--- config.mk ---
export PLATFORM = sky130hd
export DESIGN_NAME = fuse_rd_seq
export DESIGN_NICKNAME = d
export VERILOG_FILES = /design/src/rtl/fuse_rd_pkg.sv /design/src/rtl/fuse_rd_timer.sv /design/src/rtl/fuse_rd_cursor.sv /design/src/rtl/fuse_rd_ctrl_word.sv /design/src/rtl/fuse_rd_seq.sv
export SDC_FILE = /design/constraint.sdc
export NUM_CORES = 1
export LEC_CHECK = 0
export ABC_CLOCK_PERIOD_IN_PS = 3300
export BUFFER_PORTS_ARGS = -buffer_cell sky130_fd_sc_hd__buf_2
export CORE_UTILIZATION = 53
export CTS_CLUSTER_SIZE = 25
export DETAILED_ROUTE_END_ITERATION = 12
export GPL_TIMING_DRIVEN = 0
export PLACE_DENSITY = 0.79
export SLEW_MARGIN = 20
export SYNTH_ARGS = -nofsm -noshare
export SYNTH_HDL_FRONTEND = slang
export SYNTH_HIERARCHICAL = 1
export SYNTH_SLANG_ARGS = --single-unit
export TNS_END_PERCENT = 20
--- constraint.sdc ---
create_clock -name clk -period 3.3 [get_ports clk]
set_input_delay 0.33 -clock clk [delete_from_list [all_inputs] [get_ports clk]]
set_output_delay 0.33 -clock clk [all_outputs]
set_load 0.01 [all_outputs]
--- src/rtl/fuse_rd_pkg.sv ---
package fuse_rd_pkg;

    typedef enum logic [2:0] {
        ST_IDLE,
        ST_INIT,
        ST_ADDR,
        ST_STRB,
        ST_SAMP,
        ST_DROP,
        ST_PARK
    } seq_state_t;

    // positions inside the packed control word, decoded by the fuse macro
    localparam int BIT_CSB  = 0;
    localparam int BIT_STRB = 1;
    localparam int BIT_LOAD = 2;
    localparam int BIT_PGEN = 3;
    localparam int ADDR_LSB = 6;

    typedef struct packed {
        logic pgen;
        logic load;
        logic strb;
        logic csb;
    } pin_set_t;

endpackage

--- src/rtl/fuse_rd_timer.sv ---
module fuse_rd_timer #(
    parameter int SETTLE_CYC = 100
) (
    input  logic clk,
    input  logic rst_n,
    input  logic load,
    output logic expired
);
    localparam int CNT_W = (SETTLE_CYC > 1) ? $clog2(SETTLE_CYC) : 1;
    localparam logic [CNT_W-1:0] CNT_MAX = CNT_W'(SETTLE_CYC - 1);

    logic [CNT_W-1:0] cnt_q;

    always_ff @(posedge clk or negedge rst_n) begin
        if (!rst_n) begin
            cnt_q <= '0;
        end else if (load) begin
            cnt_q <= CNT_MAX;
        end else if (cnt_q != '0) begin
            cnt_q <= cnt_q - 1'b1;
        end
    end

    assign expired = (cnt_q == '0);

endmodule

--- src/rtl/fuse_rd_cursor.sv ---
module fuse_rd_cursor #(
    parameter int ADDR_W  = 10,
    parameter int COUNT_W = 11
) (
    input  logic               clk,
    input  logic               rst_n,
    input  logic               load,
    input  logic [ADDR_W-1:0]  load_addr,
    input  logic [COUNT_W-1:0] load_count,
    input  logic               step,
    output logic [ADDR_W-1:0]  addr,
    output logic               last
);
    logic [ADDR_W-1:0]  addr_q;
    logic [COUNT_W-1:0] rem_q;

    always_ff @(posedge clk or negedge rst_n) begin
        if (!rst_n) begin
            addr_q <= '0;
            rem_q  <= '0;
        end else if (load) begin
            addr_q <= load_addr;
            rem_q  <= load_count;
        end else if (step) begin
            addr_q <= addr_q + 1'b1;
            rem_q  <= rem_q - 1'b1;
        end
    end

    assign addr = addr_q;
    assign last = (rem_q == COUNT_W'(1));

    AST_STEP_HAS_BYTES: assert property (@(posedge clk) disable iff (!rst_n)
        step |-> (rem_q != '0));

endmodule

--- src/rtl/fuse_rd_ctrl_word.sv ---
module fuse_rd_ctrl_word
    import fuse_rd_pkg::*;
#(
    parameter int ADDR_W = 10
) (
    input  pin_set_t                   pins,
    input  logic [ADDR_W-1:0]          addr,
    output logic [ADDR_LSB+ADDR_W-1:0] word
);
    assign word[BIT_CSB]  = pins.csb;
    assign word[BIT_STRB] = pins.strb;
    assign word[BIT_LOAD] = pins.load;
    assign word[BIT_PGEN] = pins.pgen;
    assign word[ADDR_LSB +: ADDR_W] = addr;

    genvar gi;
    generate
        for (gi = BIT_PGEN + 1; gi < ADDR_LSB; gi++) begin : g_rsvd
            assign word[gi] = 1'b0;
        end
    endgenerate

endmodule

--- src/rtl/fuse_rd_seq.sv ---
module fuse_rd_seq
    import fuse_rd_pkg::*;
#(
    parameter int CLK_FREQ_HZ = 100_000_000,
    parameter int ADDR_W      = 10,
    parameter int COUNT_W     = 11,
    parameter int DATA_W      = 8
) (
    input  logic                       clk,
    input  logic                       rst_n,
    input  logic                       start,
    input  logic [ADDR_W-1:0]          start_addr,
    input  logic [COUNT_W-1:0]         byte_count,
    output logic                       busy,
    output logic                       done,
    output logic [DATA_W-1:0]          out_data,
    output logic                       out_valid,
    input  logic                       out_ready,
    output logic [ADDR_LSB+ADDR_W-1:0] fuse_ctrl,
    input  logic [DATA_W-1:0]          fuse_dout
);
    localparam int US_CYC     = CLK_FREQ_HZ / 1_000_000;
    localparam int SETTLE_CYC = (US_CYC < 1) ? 1 : US_CYC;

    seq_state_t        st_q, st_d;
    logic              tmr_load, tmr_exp;
    logic              cur_load, cur_step, cur_last;
    logic [ADDR_W-1:0] cur_addr;
    logic              cap_en;
    logic [DATA_W-1:0] data_q;
    pin_set_t          pins;
    logic              addr_en;

    fuse_rd_timer #(.SETTLE_CYC(SETTLE_CYC)) u_timer (
        .clk     (clk),
        .rst_n   (rst_n),
        .load    (tmr_load),
        .expired (tmr_exp)
    );

    fuse_rd_cursor #(.ADDR_W(ADDR_W), .COUNT_W(COUNT_W)) u_cursor (
        .clk        (clk),
        .rst_n      (rst_n),
        .load       (cur_load),
        .load_addr  (start_addr),
        .load_count (byte_count),
        .step       (cur_step),
        .addr       (cur_addr),
        .last       (cur_last)
    );

    fuse_rd_ctrl_word #(.ADDR_W(ADDR_W)) u_word (
        .pins (pins),
        .addr (addr_en ? cur_addr : '0),
        .word (fuse_ctrl)
    );

    // state register
    always_ff @(posedge clk or negedge rst_n) begin
        if (!rst_n) begin
            st_q <= ST_IDLE;
        end else begin
            st_q <= st_d;
        end
    end

    // next state and sequencing strobes
    always_comb begin
        st_d     = st_q;
        tmr_load = 1'b0;
        cur_load = 1'b0;
        cur_step = 1'b0;
        cap_en   = 1'b0;
        unique case (st_q)
            ST_IDLE: begin
                if (start) begin
                    cur_load = 1'b1;
                    if (byte_count == '0) begin
                        st_d = ST_PARK;
                    end else begin
                        st_d     = ST_INIT;
                        tmr_load = 1'b1;
                    end
                end
            end
            ST_INIT: begin
                if (tmr_exp) begin
                    st_d     = ST_ADDR;
                    tmr_load = 1'b1;
                end
            end
            ST_ADDR: begin
                if (tmr_exp) begin
                    st_d     = ST_STRB;
                    tmr_load = 1'b1;
                end
            end
            ST_STRB: begin
                if (tmr_exp) begin
                    st_d   = ST_SAMP;
                    cap_en = 1'b1;
                end
            end
            ST_SAMP: begin
                if (out_ready) begin
                    st_d     = ST_DROP;
                    tmr_load = 1'b1;
                end
            end
            ST_DROP: begin
                if (tmr_exp) begin
                    cur_step = 1'b1;
                    if (cur_last) begin
                        st_d = ST_PARK;
                    end else begin
                        st_d     = ST_ADDR;
                        tmr_load = 1'b1;
                    end
                end
            end
            ST_PARK: begin
                st_d = ST_IDLE;
            end
            default: begin
                st_d = ST_IDLE;
            end
        endcase
    end

    // pin and handshake outputs decoded from the state
    always_comb begin
        pins    = '{pgen: 1'b1, load: 1'b0, strb: 1'b0, csb: 1'b1};
        addr_en = 1'b0;
        unique case (st_q)
            ST_IDLE, ST_PARK: begin
                pins = '{pgen: 1'b1, load: 1'b0, strb: 1'b0, csb: 1'b1};
            end
            ST_INIT: begin
                pins = '{pgen: 1'b1, load: 1'b1, strb: 1'b0, csb: 1'b0};
            end
            ST_ADDR, ST_DROP: begin
                pins    = '{pgen: 1'b1, load: 1'b1, strb: 1'b0, csb: 1'b0};
                addr_en = 1'b1;
            end
            ST_STRB, ST_SAMP: begin
                pins    = '{pgen: 1'b1, load: 1'b1, strb: 1'b1, csb: 1'b0};
                addr_en = 1'b1;
            end
            default: begin
                pins = '{pgen: 1'b1, load: 1'b0, strb: 1'b0, csb: 1'b1};
            end
        endcase
    end

    always_ff @(posedge clk or negedge rst_n) begin
        if (!rst_n) begin
            data_q <= '0;
        end else if (cap_en) begin
            data_q <= fuse_dout;
        end
    end

    assign busy      = (st_q != ST_IDLE);
    assign done      = (st_q == ST_PARK);
    assign out_valid = (st_q == ST_SAMP);
    assign out_data  = data_q;

    AST_VALID_HOLD: assert property (@(posedge clk) disable iff (!rst_n)
        (out_valid && !out_ready) |=> (out_valid && $stable(out_data) && $stable(fuse_ctrl)));
    AST_VALID_IN_STROBE: assert property (@(posedge clk) disable iff (!rst_n)
        out_valid |-> (fuse_ctrl[BIT_STRB] && !fuse_ctrl[BIT_CSB]));
    AST_STROBE_ADDR_STABLE: assert property (@(posedge clk) disable iff (!rst_n)
        (fuse_ctrl[BIT_STRB] && $past(fuse_ctrl[BIT_STRB])) |-> $stable(fuse_ctrl[ADDR_LSB +: ADDR_W]));
    AST_DONE_STANDBY: assert property (@(posedge clk) disable iff (!rst_n)
        done |-> (fuse_ctrl[BIT_CSB] && fuse_ctrl[BIT_PGEN] && !fuse_ctrl[BIT_LOAD] && !fuse_ctrl[BIT_STRB]));
    AST_DONE_SINGLE: assert property (@(posedge clk) disable iff (!rst_n)
        done |=> !done);
    AST_LOAD_WHILE_SELECTED: assert property (@(posedge clk) disable iff (!rst_n)
        !fuse_ctrl[BIT_CSB] |-> (fuse_ctrl[BIT_LOAD] && fuse_ctrl[BIT_PGEN] && busy));

endmodule

Word level (Yosys, flattened, before mapping)
Cells that the tools add are included.

storage, ports and cells
  bits in registers = 39
  input port bits = 33
  output and inout port bits = 27
  logic and storage cells = 62

cells by class
  add/sub/neg operators = 3
  equality and inequality tests = 13
  multiplexer cells = 29
  reductions and logical operators = 12

operators with widths
  kind                   count
  $mux 10                3
  $mux 3                 8
  $mux 11                2
  $pmux 3 s6             1
  $mux 7                 2
  $eq 11x1->1 const B    1
  $logic_not 11->1       1
  $mux 1                 11
  $sub 11x1->11 const B  1
  $add 10x1->10 const B  1
  $ne 2x2->1 const B     5
  $eq 3x3->1 const B     3
  $logic_not 7->1        1
  $reduce_bool 7->1      1
  $sub 7x1->7 const B    1
  $eq 3x2->1 const B     2
  $pmux 3 s2             1
  $reduce_and 6->1       1
  $pmux 1 s4             1
  $reduce_bool 2->1      2
  $reduce_or 2->1        2
  $reduce_or 4->1        1
  $eq 3x1->1 const B     1
  $logic_not 3->1        1
  other kinds (3)        3

Longest topological paths before layout
  depth in word-level cells = 5
  depth in mapped cells = 12

By module
The synthesis kept the hierarchy.

modules (own cells, without submodules)
  module             times used  cells an instance  area an instance (µm²)  sequential area each (µm²)
  fuse_rd_cursor     1           131                1,216.2                 525.5
  fuse_rd_seq        1           76                 721.9                   275.3
  fuse_rd_timer      1           39                 376.6                   175.2
  fuse_rd_ctrl_word  1           17                 123.9                   0.0

Worst setup path before layout
Ideal clock, no wire load.

  path kind = flip-flop to flip-flop
  start point = reg u_timer.cnt_q[0]
  end point = reg u_cursor.rem_q[9]
  setup time = 0.069 ns
  data arrival time = 2.894 ns
  slack = 0.337 ns
  stages on the path, launching flop included = 11
  period minus slack after synthesis = 2.963 ns
  cells stage by stage = dfrtp_1 -> inv_1 -> ha_1 -> or3b_4 -> nor4_4 -> nand2_1 -> nor2_1 -> or4b_1 -> buf_2 -> or4_1 -> nand3_1

on the way
  longest elaborated chain between the ends = 4

RTL lines
  element                             line                  RTL
  start, declared                     fuse_rd_timer.sv:12   logic [CNT_W-1:0] cnt_q;
  start signal, assigned              fuse_rd_timer.sv:20   cnt_q <= cnt_q - 1'b1;
  $logic_not 7->1                     fuse_rd_timer.sv:24   assign expired = (cnt_q == '0);
  via tmr_exp                         fuse_rd_seq.sv:26     logic tmr_load, tmr_exp;
  $mux 1                              fuse_rd_seq.sv:111    if (tmr_exp) begin
  $mux 1                              fuse_rd_seq.sv:74     unique case (st_q)
  via cur_step                        fuse_rd_seq.sv:27     logic cur_load, cur_step, cur_last;
  $reduce_bool 2->1 (no source line)  -
  end signal, assigned                fuse_rd_cursor.sv:23  rem_q <= load_count;
  end signal, assigned                fuse_rd_cursor.sv:26  rem_q <= rem_q - 1'b1;
  end, declared                       fuse_rd_cursor.sv:15  logic [COUNT_W-1:0] rem_q;

The timed path passes the listed nets, and every way through them passes these cells.
A chain may end at the register's enable or synchronous reset.

Final worst setup path
  start point = reg u_timer.cnt_q[0]
  end point = reg u_cursor.addr_q[9] (netlist: u_cursor/addr[9])

on the way
  longest elaborated chain between the ends = 4

RTL lines
  element                             line                  RTL
  $logic_not 7->1                     fuse_rd_timer.sv:24
  via tmr_exp                         fuse_rd_seq.sv:26
  $mux 1                              fuse_rd_seq.sv:111
  $mux 1                              fuse_rd_seq.sv:74
  via cur_step                        fuse_rd_seq.sv:27
  $reduce_bool 2->1 (no source line)  -
  end signal, assigned                fuse_rd_cursor.sv:22  addr_q <= load_addr;
  end signal, assigned                fuse_rd_cursor.sv:25  addr_q <= addr_q + 1'b1;
  end, declared                       fuse_rd_cursor.sv:14  logic [ADDR_W-1:0] addr_q;

The timed path passes the listed nets, and every way through them passes these cells.

==> metrics.md <==
| Metric | Value |
|---|---|
| Peak Freq | `328.0 MHz` |
| Inserted Clock Buffers | `5` |
| FF-to-FF End | `u_cursor/addr[9]` |
| Total wire length | `5065 um` |
| Syn_area_per_cell | `9.272 um2` |
| Multi-input logic area | `roughly 1300 um2` |
| Initial Utilization | `between 50% and 60%` |
| Yosys Warn Count | `6` |
| Cts repair resizes | `0` |
| Worst-case clock buffer depth | `2` |
| Max Clock Skew | `0.005731 ns` |
| Ant diodes | `0` |
| Peak supply drop | `about 0.32 mV` |
| Worst hold path type | `in -> async` |
| Detailed-placement wirelength estimate | `3749 um` |
| Top-count cell post-synth | `dfrtp_1` |
| Final Hold Fails | `0` |
| Measured slew at the worst slew-check pin | `around 0.86 ns` |
| GPL Wtd Cong | `0.8135` |
| Core Rows | `24` |
| Tcrit/Tclk final | `92.38%` |
| Yosys reg bits | `39` |
| Final Slew Violations | `0` |
| Worst Path Max Fanout | `10` |
| Crit end category | `flip-flop` |
| CTS Sinks | `39` |
| GRT Total Usage | `between 20% and 30%` |
| Clk slew on worst S/H paths | `0.08 ns` |
| Drt initial violations | `96` |
| Final min period | `between 3 and 4 ns` |
| I/O pins | `60` |
| DR pass1 iterations | `4` |
| RR Startpoint | `u_timer/cnt_q[0]` |
| Post-synth ARST share | `100.0%` |
| Pin count of the biggest net entering global routing | `40` |
| Global-route wire length before repair | `8873 um` |
| Initial antenna violation count | `0` |
| Die ar. | `4876 um2` |
| Final Core Density | `65.61%` |
| Area growth from synthesis to layout | `17.96%` |
| Status | `finished clean` |
| DIE WIDTH | `69.83 um` |
| Top post-synthesis cells by count | `dfrtp_1 (39), nand2_1 (26), buf_4 (17), nor2_1 (17), o21ai_0 (14)` |
| Path depth of the worst reg2reg path | `10` |
| Yosys top cell area share | `40.02%` |
| Syn Inst Count | `around 260` |
| Vias per cell | `between 5 and 6` |
| FILL cells | `about 380` |
| Vias in the first global route | `just under 2,000` |
| Yosys cell types | `slightly below 50` |
| Comb power frac | `approximately 6.5%` |
| Final nets | `about 370` |
| DRC Markers | `0` |
| EDFF count, synth | `0` |
| Fin Setup TNS | `0 ns` |
| CP Data Arrival Time | `around 3.3 ns` |
| Net Sw Power | `193.8 uW` |
| Post-Syn Area | `2439 um2` |
| Static Leak | `1.190 nW` |
| Clock Latency Late Sink | `0.29 ns` |
| Final setup fails | `0` |
| Net Sw Frac | `22.73%` |
| Die height | `69.83 um` |
| RSZ-0062 raised after global routing | `no` |
| IO buf count | `56` |
| Yosys top cell by area | `dfrtp_1` |
| Dominant cells by area after synthesis | `dfrtp_1 (40%), buf_4 (5.2%), mux2_2 (4.6%)` |
| Root Driver | `clkbuf_8` |
| Ys flop type | `dfrtp_1` |
| Max_slew headroom | `42.58%` |
| Critical path class | `reg -> reg` |
| Fraction of layout cells with a size suffix above 1 | `31.61%` |
| Worst path required time | `3.53 ns` |
| Grt ovf | `0` |
| Core Box Area | `4384 um2` |
| Post-synthesis sequential area ratio | `40.02%` |
| R2R Setup Slk | `about 0.25 ns` |
| DR WL/cell | `13.29 um` |
| Post-route antenna net violation count | `0` |
| DR vias | `2,111` |
| Register area | `975.9 um2` |
| Critical path endpoint | `u_cursor/addr[9]` |
| Clock share of power | `around 37%` |
| CP Launch Type | `flip-flop` |
| Max-cap violations | `0` |
| Worst Setup SP | `u_timer/cnt_q[0]` |
| Pwr dens | `296.3 nW/um2` |
| Sequential share of power | `57.0%` |
| Htree depth | `2` |
| TritonCTS clock tree | `yes` |
| Pint | `658.6 uW` |
==> per-layer routing <==
metal  wire, um  track usage, %  up-vias
li1           -               -     1045
met2       2362           34.40       62
met3        241           4.797        7
met5          0               0        -
met1       2381           32.44      997
met4         80           8.444        0
==> power groups by stage <==
stage	sequential, mW	clock, mW	combinational, mW
2_1_floorplan	0.498	0	0.0162
3_3_place_gp	0.495	0	0.0556
3_5_place_dp	0.495	0	0.0569
4_1_cts	0.486	0.318	0.0571
5_1_grt	0.486	0.338	0.0622
6_report	0.486	0.311	0.0558
==> placed cells by master (no fill, tap or decap), types with 5 or more instances in the layout <==
master / instances
nand3_1: 8
or3_1: 6
clkbuf_8: 5
o211ai_1: 5
buf_2: 60
or4_1: 13
nor2_1: 17
xnor2_1: 5
nor2b_1: 5
and2_1: 11
o31ai_1: 6
dfrtp_1: 39
buf_4: 18
o21ai_0: 14
a31oi_1: 5
clkbuf_1: 8
mux2_2: 10
inv_1: 11
nand2_1: 26
==> stage by stage <==
step	std cells	cell area (um2)	power, mW	hold slack [ns]	worst slack (ns)
3_3_place_gp	372	2788	0.5505	0.4812	0.01731
3_5_place_dp	372	2788	0.5522	0.4875	-0.06274
2_1_floorplan	264	2442	0.5140	0.03441	0.3372
5_1_grt	381	2877	0.8869	0.2238	0.07624
4_1_cts	381	2877	0.8610	0.1832	0.2807
6_report	381	2877	0.8524	0.1441	0.2513
==> flip-flops by register name, summed over array words and instances, names as in the netlist <==
signal and cells:
u_timer/cnt_q 7, u_cursor/rem_q 11, out_data 8, st_q 3, u_cursor/addr 10
==> worst max-delay path, cell delays in order, from the launching register on <==
cell	delay [ns]
dfrtp_1	0.41
inv_1	0.09
ha_1	0.18
or3b_4	0.42
nor4_4	0.30
nand2_1	0.14
nor2_1	0.21
buf_2	0.28
nand4_1	0.31
or4_1	0.56
nand3_1	0.08
==> cell families after synthesis <==
logic type               Yosys count  share of synthesized area [%]
adder cells (fa/ha/maj)            4                          2.052
flip-flops                        39                          40.02
AND/OR/NAND/NOR                  111                          26.58
XOR/XNOR                          10                          3.899
multiplexers                      13                          5.849
other                              2                         0.3080
AO/OA/AOI/OAI                     46                          12.62
buffers and inverters             38                          8.671
==> area by class of cell <==
cell class / instances / area share, %
Clock inverter: 1 / 0.1740
Clock buffer: 7 / 2.653
Sequential cell: 39 / 33.93
Tap cell: 52 / 2.262
Timing Repair Buffer: 57 / 10.00
Buffer: 27 / 5.916
Multi-Input combinational cell: 187 / 43.63
Inverter: 11 / 1.435
==> how the worst min path moves through the flow <==
stage | endpoint | cells after the start | startpoint | slack (ns)
finish | out_data[5] | 1 | rst_n | 0.14
global route | out_data[5] | 1 | rst_n | 0.22
CTS | out_data[3] | 1 | rst_n | 0.18
detailed placement | out_data[3] | 1 | out_data[3] | 0.49
global placement | out_data[7] | 1 | out_data[7] | 0.48
floorplan | out_data[0] | 0 | rst_n | 0.03
==> what timing repair did <==
item | 4_1_cts | 5_1_grt
hold buffers | 0 | 0
buffers inserted | 1 | 0
setup endpoints to repair | 6 | 0
hold endpoints to repair | 0 | 0
No activity file was read; power rests on OpenSTA's default activity.
